[src/rtl/vfd_ser_pkg.sv]
package vfd_ser_pkg;

    localparam int BYTE_W     = 8;
    localparam int ADDR_W     = 6;
    localparam int ADDR_LIMIT = 48;
    localparam int MODE_W     = 4;
    localparam int DIM_W      = 3;

    typedef enum logic [1:0] {
        CLS_MODE = 2'b00,
        CLS_DATA = 2'b01,
        CLS_CTRL = 2'b10,
        CLS_ADDR = 2'b11
    } cmd_class_t;

    typedef enum logic [1:0] {
        OP_WR_MEM = 2'b00,
        OP_WR_LED = 2'b01,
        OP_RD_KEY = 2'b10,
        OP_RD_SW  = 2'b11
    } data_op_t;

    typedef struct packed {
        logic              valid;
        logic              is_cmd;
        logic [BYTE_W-1:0] data;
    } rx_byte_t;

    function automatic logic addr_in_range(input logic [ADDR_W-1:0] a);
        return int'(a) < ADDR_LIMIT;
    endfunction

    function automatic cmd_class_t class_of(input logic [BYTE_W-1:0] b);
        return cmd_class_t'(b[7:6]);
    endfunction

endpackage

[src/rtl/vfd_ser_rx.sv]
module vfd_ser_rx
    import vfd_ser_pkg::*;
(
    input  logic     clk,
    input  logic     rst,
    input  logic     strobe_in,
    input  logic     sclk_in,
    input  logic     din_in,
    output logic     strobe_s,
    output logic     sclk_fall,
    output rx_byte_t rx_byte
);
    localparam int CNT_W = $clog2(BYTE_W);

    logic strb_m, clk_m, clk_s, clk_p, din_m, din_s;
    logic [CNT_W-1:0]  bit_cnt;
    logic [BYTE_W-1:0] shreg;
    logic              first_byte;
    logic              sclk_rise;

    always_ff @(posedge clk) begin
        if (rst) begin
            strb_m <= 1'b1; strobe_s <= 1'b1;
            clk_m  <= 1'b1; clk_s    <= 1'b1; clk_p <= 1'b1;
            din_m  <= 1'b0; din_s    <= 1'b0;
        end else begin
            strb_m <= strobe_in; strobe_s <= strb_m;
            clk_m  <= sclk_in;   clk_s    <= clk_m;  clk_p <= clk_s;
            din_m  <= din_in;    din_s    <= din_m;
        end
    end

    assign sclk_rise = clk_s & ~clk_p & ~strobe_s;
    assign sclk_fall = ~clk_s & clk_p & ~strobe_s;

    always_ff @(posedge clk) begin
        if (rst) begin
            bit_cnt    <= '0;
            shreg      <= '0;
            first_byte <= 1'b1;
            rx_byte    <= '0;
        end else begin
            rx_byte.valid <= 1'b0;
            if (strobe_s) begin
                bit_cnt    <= '0;
                first_byte <= 1'b1;
            end else if (sclk_rise) begin
                shreg   <= {din_s, shreg[BYTE_W-1:1]};
                bit_cnt <= bit_cnt + 1'b1;
                if (bit_cnt == CNT_W'(BYTE_W - 1)) begin
                    rx_byte.valid  <= 1'b1;
                    rx_byte.is_cmd <= first_byte;
                    rx_byte.data   <= {din_s, shreg[BYTE_W-1:1]};
                    first_byte     <= 1'b0;
                end
            end
        end
    end

    // a high strobe always restarts byte assembly
    assert_cnt_cleared_R3: assert property (@(posedge clk) disable iff (rst)
        strobe_s |=> (bit_cnt == '0));
    // no byte completes in the cycle after the strobe was seen high
    assert_no_byte_strobe_R2: assert property (@(posedge clk) disable iff (rst)
        strobe_s |=> !rx_byte.valid);

endmodule

[src/rtl/vfd_ser_regs.sv]
module vfd_ser_regs
    import vfd_ser_pkg::*;
#(
    parameter int LED_W = 5
)(
    input  logic              clk,
    input  logic              rst,
    input  rx_byte_t          rx_byte,
    output logic              mem_we,
    output logic [ADDR_W-1:0] mem_addr,
    output logic [BYTE_W-1:0] mem_wdata,
    output logic [LED_W-1:0]  led_n,
    output logic [MODE_W-1:0] disp_mode,
    output logic [DIM_W-1:0]  dim_level,
    output logic              disp_on,
    output logic              test_mode
);
    data_op_t          op;
    logic              addr_fixed;
    logic [ADDR_W-1:0] addr;
    logic              addr_ok;
    logic [BYTE_W-1:0] b;

    assign b = rx_byte.data;

    always_ff @(posedge clk) begin
        if (rst) begin
            op         <= OP_WR_MEM;
            addr_fixed <= 1'b0;
            test_mode  <= 1'b0;
            addr       <= '0;
            addr_ok    <= 1'b1;
            led_n      <= '1;
            disp_mode  <= '1;
            dim_level  <= '1;
            disp_on    <= 1'b0;
            mem_we     <= 1'b0;
            mem_addr   <= '0;
            mem_wdata  <= '0;
        end else begin
            mem_we <= 1'b0;
            if (rx_byte.valid && rx_byte.is_cmd) begin
                unique case (class_of(b))
                    CLS_MODE: disp_mode <= b[MODE_W-1:0];
                    CLS_DATA: begin
                        op         <= data_op_t'(b[1:0]);
                        addr_fixed <= b[2];
                        test_mode  <= b[3];
                    end
                    CLS_CTRL: begin
                        disp_on   <= b[3];
                        dim_level <= b[DIM_W-1:0];
                    end
                    CLS_ADDR: begin
                        addr    <= b[ADDR_W-1:0];
                        addr_ok <= addr_in_range(b[ADDR_W-1:0]);
                    end
                endcase
            end else if (rx_byte.valid) begin
                if (op == OP_WR_MEM && addr_ok) begin
                    mem_we    <= 1'b1;
                    mem_addr  <= addr;
                    mem_wdata <= b;
                    if (!addr_fixed) begin
                        addr    <= addr + 1'b1;
                        addr_ok <= addr_in_range(addr + 1'b1);
                    end
                end else if (op == OP_WR_LED) begin
                    led_n <= b[LED_W-1:0];
                end
            end
        end
    end

    // a write never targets an address beyond the memory
    assert_we_in_range_R6: assert property (@(posedge clk) disable iff (rst)
        mem_we |-> (int'(mem_addr) < ADDR_LIMIT));
    // consecutive write pulses need two separate bytes
    assert_we_single_R7: assert property (@(posedge clk) disable iff (rst)
        mem_we |=> !mem_we);
    // the LED register only moves on an LED data byte
    assert_led_stable_R8: assert property (@(posedge clk) disable iff (rst)
        !(rx_byte.valid && !rx_byte.is_cmd && op == OP_WR_LED) |=> $stable(led_n));

endmodule

[src/rtl/vfd_ser_tx.sv]
module vfd_ser_tx
    import vfd_ser_pkg::*;
#(
    parameter int KEY_BITS = 48,
    parameter int SW_W     = 4
)(
    input  logic                clk,
    input  logic                rst,
    input  logic                strobe_s,
    input  logic                sclk_fall,
    input  rx_byte_t            rx_byte,
    input  logic [KEY_BITS-1:0] key_data,
    input  logic [SW_W-1:0]     sw_in,
    output logic                dout_pull
);
    localparam int PTR_W = $clog2(KEY_BITS);

    logic                rd_active;
    logic                rd_sw;
    logic [KEY_BITS-1:0] snap;
    logic [PTR_W-1:0]    ptr;
    logic [PTR_W-1:0]    ptr_last;
    logic                out_bit;
    logic                start_rd;

    assign start_rd = rx_byte.valid && rx_byte.is_cmd &&
                      class_of(rx_byte.data) == CLS_DATA && rx_byte.data[1];
    assign ptr_last = rd_sw ? PTR_W'(BYTE_W - 1) : PTR_W'(KEY_BITS - 1);

    always_ff @(posedge clk) begin
        if (rst) begin
            rd_active <= 1'b0;
            rd_sw     <= 1'b0;
            snap      <= '0;
            ptr       <= '0;
            out_bit   <= 1'b1;
        end else if (strobe_s) begin
            rd_active <= 1'b0;
            out_bit   <= 1'b1;
        end else if (start_rd) begin
            rd_active <= 1'b1;
            rd_sw     <= rx_byte.data[0];
            ptr       <= '0;
            snap      <= rx_byte.data[0] ? KEY_BITS'(sw_in) : key_data;
        end else if (rx_byte.valid && rx_byte.is_cmd) begin
            rd_active <= 1'b0;
            out_bit   <= 1'b1;
        end else if (rd_active && sclk_fall) begin
            out_bit <= snap[ptr];
            ptr     <= (ptr == ptr_last) ? '0 : ptr + 1'b1;
        end
    end

    assign dout_pull = rd_active & ~out_bit;

    // the line is released once the strobe has been seen high
    assert_release_R11: assert property (@(posedge clk) disable iff (rst)
        strobe_s |=> !dout_pull);
    // the read pointer stays within the selected stream
    assert_ptr_range_R9: assert property (@(posedge clk) disable iff (rst)
        int'(ptr) < KEY_BITS);
    // switch stream never goes beyond one byte
    assert_sw_ptr_R10: assert property (@(posedge clk) disable iff (rst)
        (rd_active && rd_sw) |-> (int'(ptr) < BYTE_W));

endmodule

[src/rtl/vfd_serial_ctrl.sv]
module vfd_serial_ctrl
    import vfd_ser_pkg::*;
#(
    parameter int KEY_BITS = 48,
    parameter int SW_W     = 4,
    parameter int LED_W    = 5
)(
    input  logic                clk,
    input  logic                rst,
    input  logic                ser_strobe,
    input  logic                ser_clk,
    input  logic                ser_din,
    output logic                dout_pull,
    input  logic [KEY_BITS-1:0] key_data,
    input  logic [SW_W-1:0]     sw_in,
    output logic                mem_we,
    output logic [5:0]          mem_addr,
    output logic [7:0]          mem_wdata,
    output logic [LED_W-1:0]    led_n,
    output logic [3:0]          disp_mode,
    output logic [2:0]          dim_level,
    output logic                disp_on,
    output logic                test_mode
);
    logic     strobe_s;
    logic     sclk_fall;
    rx_byte_t rx_byte;

    vfd_ser_rx rx_i (
        .clk       (clk),
        .rst       (rst),
        .strobe_in (ser_strobe),
        .sclk_in   (ser_clk),
        .din_in    (ser_din),
        .strobe_s  (strobe_s),
        .sclk_fall (sclk_fall),
        .rx_byte   (rx_byte)
    );

    vfd_ser_regs #(.LED_W(LED_W)) regs_i (
        .clk       (clk),
        .rst       (rst),
        .rx_byte   (rx_byte),
        .mem_we    (mem_we),
        .mem_addr  (mem_addr),
        .mem_wdata (mem_wdata),
        .led_n     (led_n),
        .disp_mode (disp_mode),
        .dim_level (dim_level),
        .disp_on   (disp_on),
        .test_mode (test_mode)
    );

    vfd_ser_tx #(.KEY_BITS(KEY_BITS), .SW_W(SW_W)) tx_i (
        .clk       (clk),
        .rst       (rst),
        .strobe_s  (strobe_s),
        .sclk_fall (sclk_fall),
        .rx_byte   (rx_byte),
        .key_data  (key_data),
        .sw_in     (sw_in),
        .dout_pull (dout_pull)
    );

endmodule

[config.mk]
export PLATFORM = sky130hd
export DESIGN_NAME = vfd_serial_ctrl
export DESIGN_NICKNAME = d
export VERILOG_FILES = /design/src/rtl/vfd_ser_pkg.sv /design/src/rtl/vfd_ser_rx.sv /design/src/rtl/vfd_ser_regs.sv /design/src/rtl/vfd_ser_tx.sv /design/src/rtl/vfd_serial_ctrl.sv
export SDC_FILE = /design/constraint.sdc
export NUM_CORES = 1
export LEC_CHECK = 0
export CAP_MARGIN = 20
export CORE_ASPECT_RATIO = 1.75
export CORE_UTILIZATION = 40
export CTS_CLUSTER_SIZE = 40
export DETAILED_ROUTE_END_ITERATION = 8
export SLEW_MARGIN = 10
export SYNTH_ARGS = -nofsm -noshare
export SYNTH_HDL_FRONTEND = slang
export SYNTH_SLANG_ARGS = --single-unit
export TNS_END_PERCENT = 10
[constraint.sdc]
create_clock -name clk -period 4.74 [get_ports clk]
set_input_delay 0.474 -clock clk [delete_from_list [all_inputs] [get_ports clk]]
set_output_delay 0.474 -clock clk [all_outputs]
set_load 0.02 [all_outputs]
Yosys cells after proc, flatten, opt, wreduce, memory -nomap -nowiden:

Index checks and enable logic that the tools add are counted.

* bits of input ports: 57
* register bits after elaboration: 125

* bitwise gates (word level): 14
* multiplexer cells: 24
* reduce and logical (&&, ||, !) cells: 27
* equal/unequal tests: 9
* add/sub/neg operators: 3
* $lt $le $gt $ge: 3

Operators with widths (number)
* 6-bit two-way mux: 10
* 48-bit two-way mux: 1
* 2-bit AND reduction: 7
* 6-bit by 1-bit adder with 6-bit output (second input constant): 2
* 6-bit less-than comparator (second input constant): 2
* 1-bit two-way mux: 11
* 10-bit two-way mux: 1
* 2-bit nonzero test: 5
* 1-bit NOT: 9
* 3-bit AND reduction: 3
* 4-bit AND reduction: 2
* 6-bit by 7-bit less-than comparator with 1-bit output (second input constant): 1
* 1-bit binary-select mux with 6-bit select: 1
* 6-bit equality test: 1
* 3-bit OR reduction: 2
* 1-bit bitwise AND: 5
* 1-bit logical AND: 5
* 2-bit by 1-bit equality test with 1-bit output (second input constant): 2
* 2-bit equality test (second input constant): 2
* 2-bit zero test: 2
* 2-bit != test (second input constant): 2
* 3-bit by 1-bit adder with 3-bit output (second input constant): 1
* 3-bit equality test (second input constant): 1
* 2-bit by 1-bit != test with 1-bit output (second input constant): 1
* 2-bit OR reduction: 1

Longest topological paths before layout:

Gate-level depths: netlist of the first run.

* depth in word-level cells: 7
* mapped depth: 7
* gate-level depth less buffers: 6

By module:

Synthesis of the first run repeated with hierarchy kept, for this count alone.

* cell total of the unflattened synthesis: 497
* area total of the unflattened synthesis: 5185.0 um^2

Modules (own cells, without submodules)
* vfd_ser_tx: seq. area each 1141.1 um^2, instances 1, area each 2513.7 um^2, cells an instance 209
* vfd_ser_regs: seq. area each 780.7 um^2, instances 1, area each 1682.9 um^2, cells an instance 182
* vfd_ser_rx: seq. area each 560.5 um^2, instances 1, area each 988.4 um^2, cells an instance 106

Worst setup path before layout of the first run:

No wires, ideal clock.

* path type: register to register
* start point: reg tx_i.ptr[0]
* end point: reg tx_i.out_bit
* library setup time: 0.136 ns
* setup slack: 3.004 ns
* data required time: 4.604 ns
* stages on the path, launching flop included: 8
* arrival: 1.601 ns
* path through: dfxtp_1 -> buf_2 -> buf_4 -> mux4_2 -> mux2i_1 -> nand3_1 -> nand4_1 -> a41oi_1

* longest elaborated chain between the ends: 4

Ends and longest elaborated chain
* from (decl): line vfd_ser_tx.sv:21 `logic [PTR_W-1:0] ptr;`
* from (signal assigned): line vfd_ser_tx.sv:50 `ptr <= (ptr == ptr_last) ? '0 : ptr + 1'b1;`
* 1-bit binary-select mux with 6-bit select: line vfd_ser_tx.sv:49 `out_bit <= snap[ptr];`
* 1-bit two-way mux (implied by the code): line vfd_ser_tx.sv:49
* 1-bit two-way mux: line vfd_ser_tx.sv:48 `end else if (rd_active && sclk_fall) begin`
* 1-bit two-way mux: line vfd_ser_tx.sv:45 `end else if (rx_byte.valid && rx_byte.is_cmd) begin`
* to (signal assigned): line vfd_ser_tx.sv:49
* to (decl): line vfd_ser_tx.sv:23 `logic out_bit;`

No other way between the ends. The select of a mux whose other input is x is not followed.
A chain may end at the register's enable or synchronous reset.

Worst setup path in the final report of the first run:

Same ends and word-level chain as after synthesis.

==> out/summary.log, run 1 <==
INFO  floorplanning  die_h=154um
INFO  cts            clk_path_buf_depth=2
INFO  layout         non_filler_cells_final=819
INFO  worst_setup_path crit-reg2reg-capture=tx_i.out_bit
INFO  synthesis      synth_ff_type=sky130_fd_sc_hd__dfxtp_1
INFO  synthesis      synth-edff-count=0
INFO  pwr            vdd_ir_drop_max=0.264mV
INFO  layout         num_antenna_cells=0
INFO  timing         slew_headroom=31.3%
INFO  layout         layout-drive-gt1-share=9.57%
INFO  worst_hold_path hold_path_startpoint=rx_i.strb_m
INFO  cts            cts.clk_slew.worst_paths=0.05ns
INFO  synthesis      synth_sequential_area_ratio=47.1%
INFO  synthesis      post_synth_most_frequent_cells=sky130_fd_sc_hd__dfxtp_1, sky130_fd_sc_hd__nand2_1, sky130_fd_sc_hd__a21oi_1
INFO  global_routing grt_max_degree=57
INFO  floorplanning  die_width=88.7um
INFO  synthesis      postSynthNetCount=631
INFO  global_routing grt_pass1_wl=19400um
INFO  floorplanning  floorplan.rows=55
INFO  timing         final_worst_path_period_need=2.26ns
INFO  worst_setup_path endpoint_kind=flop
INFO  job            drv_cap=0
INFO  route          route.final.wire_length=11600um
INFO  route          drt-wirelength-per-cell=14.1um
INFO  synthesis      synth_compound_gate_area_share=10.5%
INFO  worst_setup_path path_max_fanout=16
INFO  timing         setup_violations=0
INFO  route          drtPass1Iterations=4
INFO  synthesis      synthesized_area=0.00527mm^2
INFO  worst_hold_path hold_path_depth=1
INFO  layout         final_net_count=697
INFO  cts            clk_root_buffer_cell=sky130_fd_sc_hd__clkbuf_16
INFO  worst_setup_path crit_type=reg2reg
INFO  synthesis      ys_types=50
INFO  pwr            pwr_density_cell=376mW/mm^2
INFO  placed_design  dpl.hpwl=7900um
INFO  floorplanning  pin_count=87
INFO  cts            htreeDepth=4
INFO  route          viasPerCell=5.08
INFO  global_routing grt_antenna_before_repair=0
INFO  layout         syn_to_final_growth=30.2%
INFO  worst_setup_path worstSetupStartpointType=flop
INFO  route          detail_route.drc_violations=0
INFO  global_routing number_of_global_route_vias_before_repair=4152
INFO  cts            cts-buffers-inserted=17
INFO  global_routing use_met1=19.7%
INFO  cts            cts-resized-gates=0
INFO  global_routing grt-ovfl-total=0
INFO  synthesis      synth-simple-area-share=24.1%
INFO  global_routing use_met3=4.51%
INFO  synthesis      yosys_register_bits=124
INFO  worst_setup_path cp.arrival=2.54ns
INFO  global_routing groute.layer.met2.usage=33.3%
INFO  timing         worst_pin_slew=1.03ns
INFO  floorplanning  die-area=0.0136mm^2
INFO  synthesis      synthXorXnorAreaFrac=1.16%
INFO  synthesis      area_share_of_the_largest_cell_type_after_synthesis=47.1%
INFO  layout         multi_input_area=0.00258mm^2
INFO  layout         layout.filler_cells=1189
INFO  synthesis      synth-async-reset-ratio=0%
INFO  cts            cts_tree=yes
INFO  synthesis      adder_cell_area_share_of_the_yosys_netlist=0.950%
INFO  synthesis      post-synth-top-area-cell=sky130_fd_sc_hd__dfxtp_1
INFO  synthesis      synth.area.top_cells=sky130_fd_sc_hd__dfxtp_1, sky130_fd_sc_hd__mux2i_1, sky130_fd_sc_hd__nand2_1
INFO  placed_design  dp_cell_count=788
INFO  placed_design  place.gp.congestion=0.760
INFO  timing         skew=0.00537ns
INFO  timing         timing.final.crit_share=47.7%
INFO  pwr            power_leakage=2.49nW
INFO  timing         finalSetupTns=0ns
INFO  worst_hold_path hold_path_class=reg2reg
INFO  worst_setup_path timing.rr.start=tx_i.ptr[0]
INFO  cts            cts.sinks=124
INFO  timing         timing.final.hold_violations=0
INFO  worst_hold_path hold_end=rx_i.strobe_s
INFO  worst_setup_path worst_r2r_path_depth=5
INFO  synthesis      synth_top_family_by_area=simple AND/OR/NAND/NOR gates
INFO  route          drt-initial-drc-count=146
INFO  worst_setup_path timing.critical_path.required=5.01ns
INFO  synthesis      synth.area.mux_share=12.4%
INFO  timing         max_clock_freq=0.442GHz
INFO  cts            holdBufCountCts=0
INFO  worst_setup_path regToRegSetupSlack=2.48ns
INFO  global_routing globalRouteTotalUtil=18.6%
INFO  cts            cts_setup_buffers=0
INFO  timing         maxSlewViolCount=0
INFO  layout         footprint_of_the_flip_flops_and_latches=0.00248mm^2
INFO  route          num_vias=4164
INFO  synthesis      synthCells=570
INFO  floorplanning  initial_utilization=40.9%
INFO  global_routing top_usage_layer=met2
INFO  floorplanning  floorplan.core_area=0.0129mm^2
INFO  placed_design  port_buffers=86
INFO  cts            worst_skew_pair.late_latency=0.41ns
INFO  synthesis      yosys_warnings=0
INFO  synthesis      synthMostInstantiatedCell=sky130_fd_sc_hd__dfxtp_1
INFO  run_status     outcome=finished, final reports clean
INFO  synthesis      syn-mean-instance-area=9.24um^2
INFO  route          drt.antenna.violating_nets=0
INFO  timing         setup_repair_after_global_routing_missed_its_margin=no
[cell families (layout without fill, tap and decap cells)]
family,Yosys count,count (layout)
simple gates,247,247
flops,124,124
compound gates,91,91
mux,51,51
buf+inv,46,124
xor+xnor,7,7
fa+ha+maj,4,4
[per-layer routing]
layer  vias to the layer above  wire length [um]  part of all wire [%]
met4                         0               319                   2.8
met5                         -                 0                     0
li1                       2105                 -                     -
met1                      1947              4670                    40
met3                        20               406                   3.5
met2                        92              6190                    53
[worst max-delay path by stage]
stage | from | end | slack [ns] | cells after the start
floorplan | tx_i.ptr[0] | tx_i.out_bit | 3.00 | 7
global placement | tx_i.ptr[0] | tx_i.out_bit | 2.46 | 5
detailed placement | tx_i.ptr[0] | tx_i.out_bit | 2.41 | 5
CTS | tx_i.ptr[0] | tx_i.out_bit | 2.41 | 5
global route | rx_i.clk_s | rx_i.rx_byte[5] | 2.24 | 5
finish | tx_i.ptr[0] | tx_i.out_bit | 2.48 | 5
[worst max-delay path, cell delays in order, from the launching register on]
cell and delay (ns):
sky130_fd_sc_hd__dfxtp_1 0.92, sky130_fd_sc_hd__mux4_2 0.59, sky130_fd_sc_hd__mux2i_1 0.28, sky130_fd_sc_hd__nand3_1 0.13, sky130_fd_sc_hd__nand4_1 0.09, sky130_fd_sc_hd__a41oi_1 0.12
[power breakdown]
group          total (mW)  internal [mW]  switching (mW)
Sequential           1.05           1.05         0.00156
Clock                1.46           1.03           0.435
Combinational      0.0677         0.0436          0.0241
[state kept, by name, summed over array words and instances (netlist names), 2 cells and up]
| name | count |
|---|---|
| rx_i.bit_cnt | 3 |
| regs_i.addr | 6 |
| tx_i.snap | 48 |
| rx_i.shreg | 7 |
| regs_i.op | 2 |
| tx_i.ptr | 6 |
| regs_i.mem_addr | 6 |
| regs_i.disp_mode | 4 |
| regs_i.led_n | 5 |
| regs_i.mem_wdata | 8 |
| rx_i.rx_byte | 10 |
| regs_i.dim_level | 3 |
[through the flow]
stage / power, mW / setup slack (ns) / utilization, % / hold WS (ns) / instance area, um^2
4_1_cts: 2.60 / 2.41 / 53.3 / 0.435 / 6860
2_1_floorplan: 1.09 / 3.00 / - / 0.389 / 5270
3_3_place_gp: 1.14 / 2.46 / 48.0 / 0.419 / 6180
6_report: 2.58 / 2.48 / 53.3 / 0.426 / 6860
5_1_grt: 2.66 / 2.24 / 53.3 / 0.441 / 6860
3_5_place_dp: 1.14 / 2.41 / 48.0 / 0.417 / 6180
[cell usage in the layout, fill, tap and decap left out, types with 2 or more instances in the layout]
cell type / netlist / final
sky130_fd_sc_hd__nand4_1: 4 / 4
sky130_fd_sc_hd__nand3b_1: 47 / 47
sky130_fd_sc_hd__and2_1: 2 / 2
sky130_fd_sc_hd__a311oi_1: 2 / 2
sky130_fd_sc_hd__o211ai_1: 2 / 2
sky130_fd_sc_hd__clkbuf_16: 0 / 17
sky130_fd_sc_hd__bufinv_16: 0 / 5
sky130_fd_sc_hd__dfxtp_1: 124 / 124
sky130_fd_sc_hd__mux4_2: 11 / 11
sky130_fd_sc_hd__or2_2: 6 / 6
sky130_fd_sc_hd__a211o_1: 2 / 2
sky130_fd_sc_hd__nor2b_1: 7 / 7
sky130_fd_sc_hd__mux2i_1: 38 / 38
sky130_fd_sc_hd__clkbuf_1: 27 / 2
sky130_fd_sc_hd__nand3_1: 18 / 18
sky130_fd_sc_hd__nand2_1: 95 / 95
sky130_fd_sc_hd__a211oi_1: 6 / 6
sky130_fd_sc_hd__clkbuf_8: 0 / 7
sky130_fd_sc_hd__o21ai_0: 4 / 4
sky130_fd_sc_hd__xnor2_1: 3 / 3
sky130_fd_sc_hd__nor3_1: 4 / 4
sky130_fd_sc_hd__and3_1: 3 / 3
sky130_fd_sc_hd__clkdlybuf4s50_1: 0 / 85
sky130_fd_sc_hd__mux2_2: 2 / 2
sky130_fd_sc_hd__inv_1: 3 / 3
sky130_fd_sc_hd__xor2_1: 4 / 4
sky130_fd_sc_hd__buf_4: 1 / 4
sky130_fd_sc_hd__ha_1: 4 / 4
sky130_fd_sc_hd__nor2_1: 50 / 50
sky130_fd_sc_hd__a21oi_1: 64 / 64
[cell type report]
class                      count  share of cell area, %
clock buffer                  26                   7.72
clock inverter                 5                   2.19
inverter                       3                  0.164
multi-input combinational    400                   37.7
sequential                   124                   36.2
tap                          171                   3.12
timing repair buffer          90                   12.9
Power figures use the tool's default switching activity.
==> run 2: changes to the inputs <==
Settings changed: PLACE_DENSITY set to 0.65.
Clock period 4.74 ns to 2 ns, I/O delays scaled along.
==> out/summary.log, run 2 (synthesized netlist as in run 1, its figures left out) <==
INFO  worst_hold_path hold_path_depth=2
INFO  worst_setup_path crit-reg2reg-capture=tx_i.out_bit
INFO  route          viasPerCell=5.09
INFO  cts            cts-buffers-inserted=17
INFO  worst_setup_path regToRegSetupSlack=0.17ns
INFO  route          drtPass1Iterations=4
INFO  cts            htreeDepth=4
INFO  timing         worst_pin_slew=0.493ns
INFO  worst_setup_path worst_r2r_path_depth=6
INFO  global_routing grt-ovfl-total=0
INFO  global_routing grt_max_degree=93
INFO  pwr            power.internal=4.60mW
INFO  cts            holdBufCountCts=0
INFO  cts            worst_skew_pair.late_latency=0.41ns
INFO  route          num_vias=4233
INFO  pwr            share_clk_of_total_power=53.4%
INFO  floorplanning  initial_utilization=40.9%
INFO  layout         top_regs=tx_i.snap: 48 flops, rx_i.rx_byte: 10 flops, regs_i.mem_wdata: 8 flops
INFO  pwr            power_leakage=2.52nW
INFO  layout         mostFrequentLayoutCells=sky130_fd_sc_hd__dfxtp_1, sky130_fd_sc_hd__nand2_1, sky130_fd_sc_hd__clkdlybuf4s50_1
INFO  pwr            pwr_density_cell=825mW/mm^2
INFO  cts            cts.clk_slew.worst_paths=0.05ns
INFO  layout         flip_flop_count_of_the_largest_register_all_copies_and_words_added=48
INFO  timing         setup_repair_after_global_routing_missed_its_margin=no
INFO  timing         max_clock_freq=0.546GHz
INFO  run_status     outcome=finished, final reports clean
INFO  worst_setup_path timing.rr.start=tx_i.ptr[0]
INFO  timing         maxSlewViolCount=0
INFO  worst_hold_path hold_path_startpoint=rst
INFO  worst_setup_path endpoint_kind=flop
INFO  floorplanning  floorplan.core_area=0.0129mm^2
INFO  placed_design  pre_cts_slack=0.190ns
INFO  pwr            p_seq_share=43.7%
INFO  layout         layout-drive-gt1-share=11.2%
INFO  route          route.final.wire_length=11800um
INFO  global_routing grt_pass1_wl=19800um
INFO  timing         finalSetupTns=0ns
INFO  layout         largest_register=tx_i.snap
INFO  worst_hold_path hold_path_class=in2reg
INFO  cts            clk_path_buf_depth=2
INFO  worst_setup_path path_max_fanout=11
INFO  route          drt-initial-drc-count=149
INFO  worst_setup_path cp.arrival=2.11ns
INFO  placed_design  place.gp.congestion=0.805
INFO  timing         setup_violations=0
INFO  floorplanning  die_h=154um
INFO  cts            cts-resized-gates=0
INFO  cts            clk_root_buffer_cell=sky130_fd_sc_hd__clkbuf_16
INFO  floorplanning  die_width=88.7um
INFO  layout         core_occupancy_in_the_finished_layout=53.6%
INFO  placed_design  port_buffers=86
INFO  global_routing number_of_global_route_vias_before_repair=4285
INFO  pwr            p_sw=1.08mW
INFO  timing         timing.final.crit_share=91.5%
INFO  timing         skew=0.00688ns
INFO  route          drt-wirelength-per-cell=14.2um
INFO  layout         final_net_count=709
INFO  pwr            sw_frac_of_total=19.0%
INFO  layout         most_common_cell_after_layout_fill_and_taps_aside=sky130_fd_sc_hd__dfxtp_1
INFO  timing         slew_headroom=67.1%
INFO  job            drv_cap=0
INFO  timing         timing.final.hold_violations=0
INFO  global_routing grt_antenna_before_repair=0
INFO  pwr            power.combinational.fraction=2.9%
INFO  floorplanning  pin_count=87
INFO  worst_hold_path hold_end=tx_i.snap[47]
INFO  route          detail_route.drc_violations=0
INFO  cts            cts_setup_buffers=0
INFO  placed_design  dpl.hpwl=8280um
INFO  worst_setup_path timing.critical_path.required=2.28ns
INFO  layout         syn_to_final_growth=30.9%
INFO  worst_setup_path crit_type=reg2reg
INFO  timing         setup_ws=0.170ns
INFO  floorplanning  die-area=0.0136mm^2
INFO  route          drt.antenna.violating_nets=0
INFO  timing         final_worst_path_period_need=1.83ns
INFO  worst_setup_path worstSetupStartpointType=flop
INFO  layout         num_antenna_cells=0
INFO  floorplanning  floorplan.rows=55
INFO  pwr            vdd_ir_drop_max=0.511mV
INFO  global_routing globalRouteTotalUtil=19.0%
INFO  cts            cts_tree=yes
INFO  cts            cts.sinks=124
[run 2: cell types whose count changed in the layout (fill, tap and decap cells not counted), sizes merged]
cell,delta
clkbuf,-1
clkinv,+3
clkinvlp,+1
bufinv,-3
buf,+12
[run 2: cell type report]
type / count / area, um^2
fillers: 1228 / 5980
multi-input cells: 400 / 2580
flip-flops and latches: 124 / 2480
repair buffers: 102 / 1000
clock buffers: 25 / 515
well taps: 171 / 214
clock inverters: 6 / 82.6
inverters: 3 / 11.3
[run 2: worst max-delay path by stage]
stage                     start      endpoint  slack, ns
detailed placement  tx_i.ptr[0]  tx_i.out_bit       0.19
floorplan           tx_i.ptr[0]  tx_i.out_bit       0.26
CTS                 tx_i.ptr[0]  tx_i.out_bit       0.18
global route        tx_i.ptr[0]  tx_i.out_bit       0.07
finish              tx_i.ptr[0]  tx_i.out_bit       0.17
global placement    tx_i.ptr[0]  tx_i.out_bit       0.19
[run 2: metal layers]
| layer | part of all wire (%) | track usage (%) |
|---|---|---|
| met1 | 39 | 19.3 |
| met2 | 56 | 35.6 |
| met3 | 3.8 | 5.26 |
| met4 | 1.8 | 6.84 |
| met5 | 0 | 0 |
[run 2: stage by stage]
step                instances  power [mW]  cell area, um^2  hold slack [ns]
global placement          800        2.70             6290            0.402
floorplan                 570        2.58             5270            0.304
detailed placement        800        2.70             6290            0.400
CTS                       831        5.74             6890           0.0767
finish                    831        5.69             6890           0.0910
global route              831        5.88             6890           0.0888
[run 2: critical path, cell delays in order (launching register included)]
cell and delay, ns:
sky130_fd_sc_hd__dfxtp_1 0.33, sky130_fd_sc_hd__buf_4 0.23, sky130_fd_sc_hd__mux4_2 0.52, sky130_fd_sc_hd__mux2i_1 0.28, sky130_fd_sc_hd__nand3_1 0.12, sky130_fd_sc_hd__nand4_1 0.09, sky130_fd_sc_hd__a41oi_1 0.11
[run 2: power groups by stage]
| stage | registers (mW) | logic (mW) | clock network, mW |
|---|---|---|---|
| final | 2.48 | 0.165 | 3.04 |
| after global routing | 2.48 | 0.177 | 3.22 |
| after CTS | 2.48 | 0.166 | 3.09 |
| after detailed placement | 2.53 | 0.166 | 0 |
| after global placement | 2.53 | 0.164 | 0 |
| after floorplan | 2.53 | 0.0422 | 0 |
==> run 3: changes to the inputs <==
Settings changed: TNS_END_PERCENT 10 to unset.
==> results of run 3 <==
The final DEF is identical to that of run 2; final timing and power are the same.
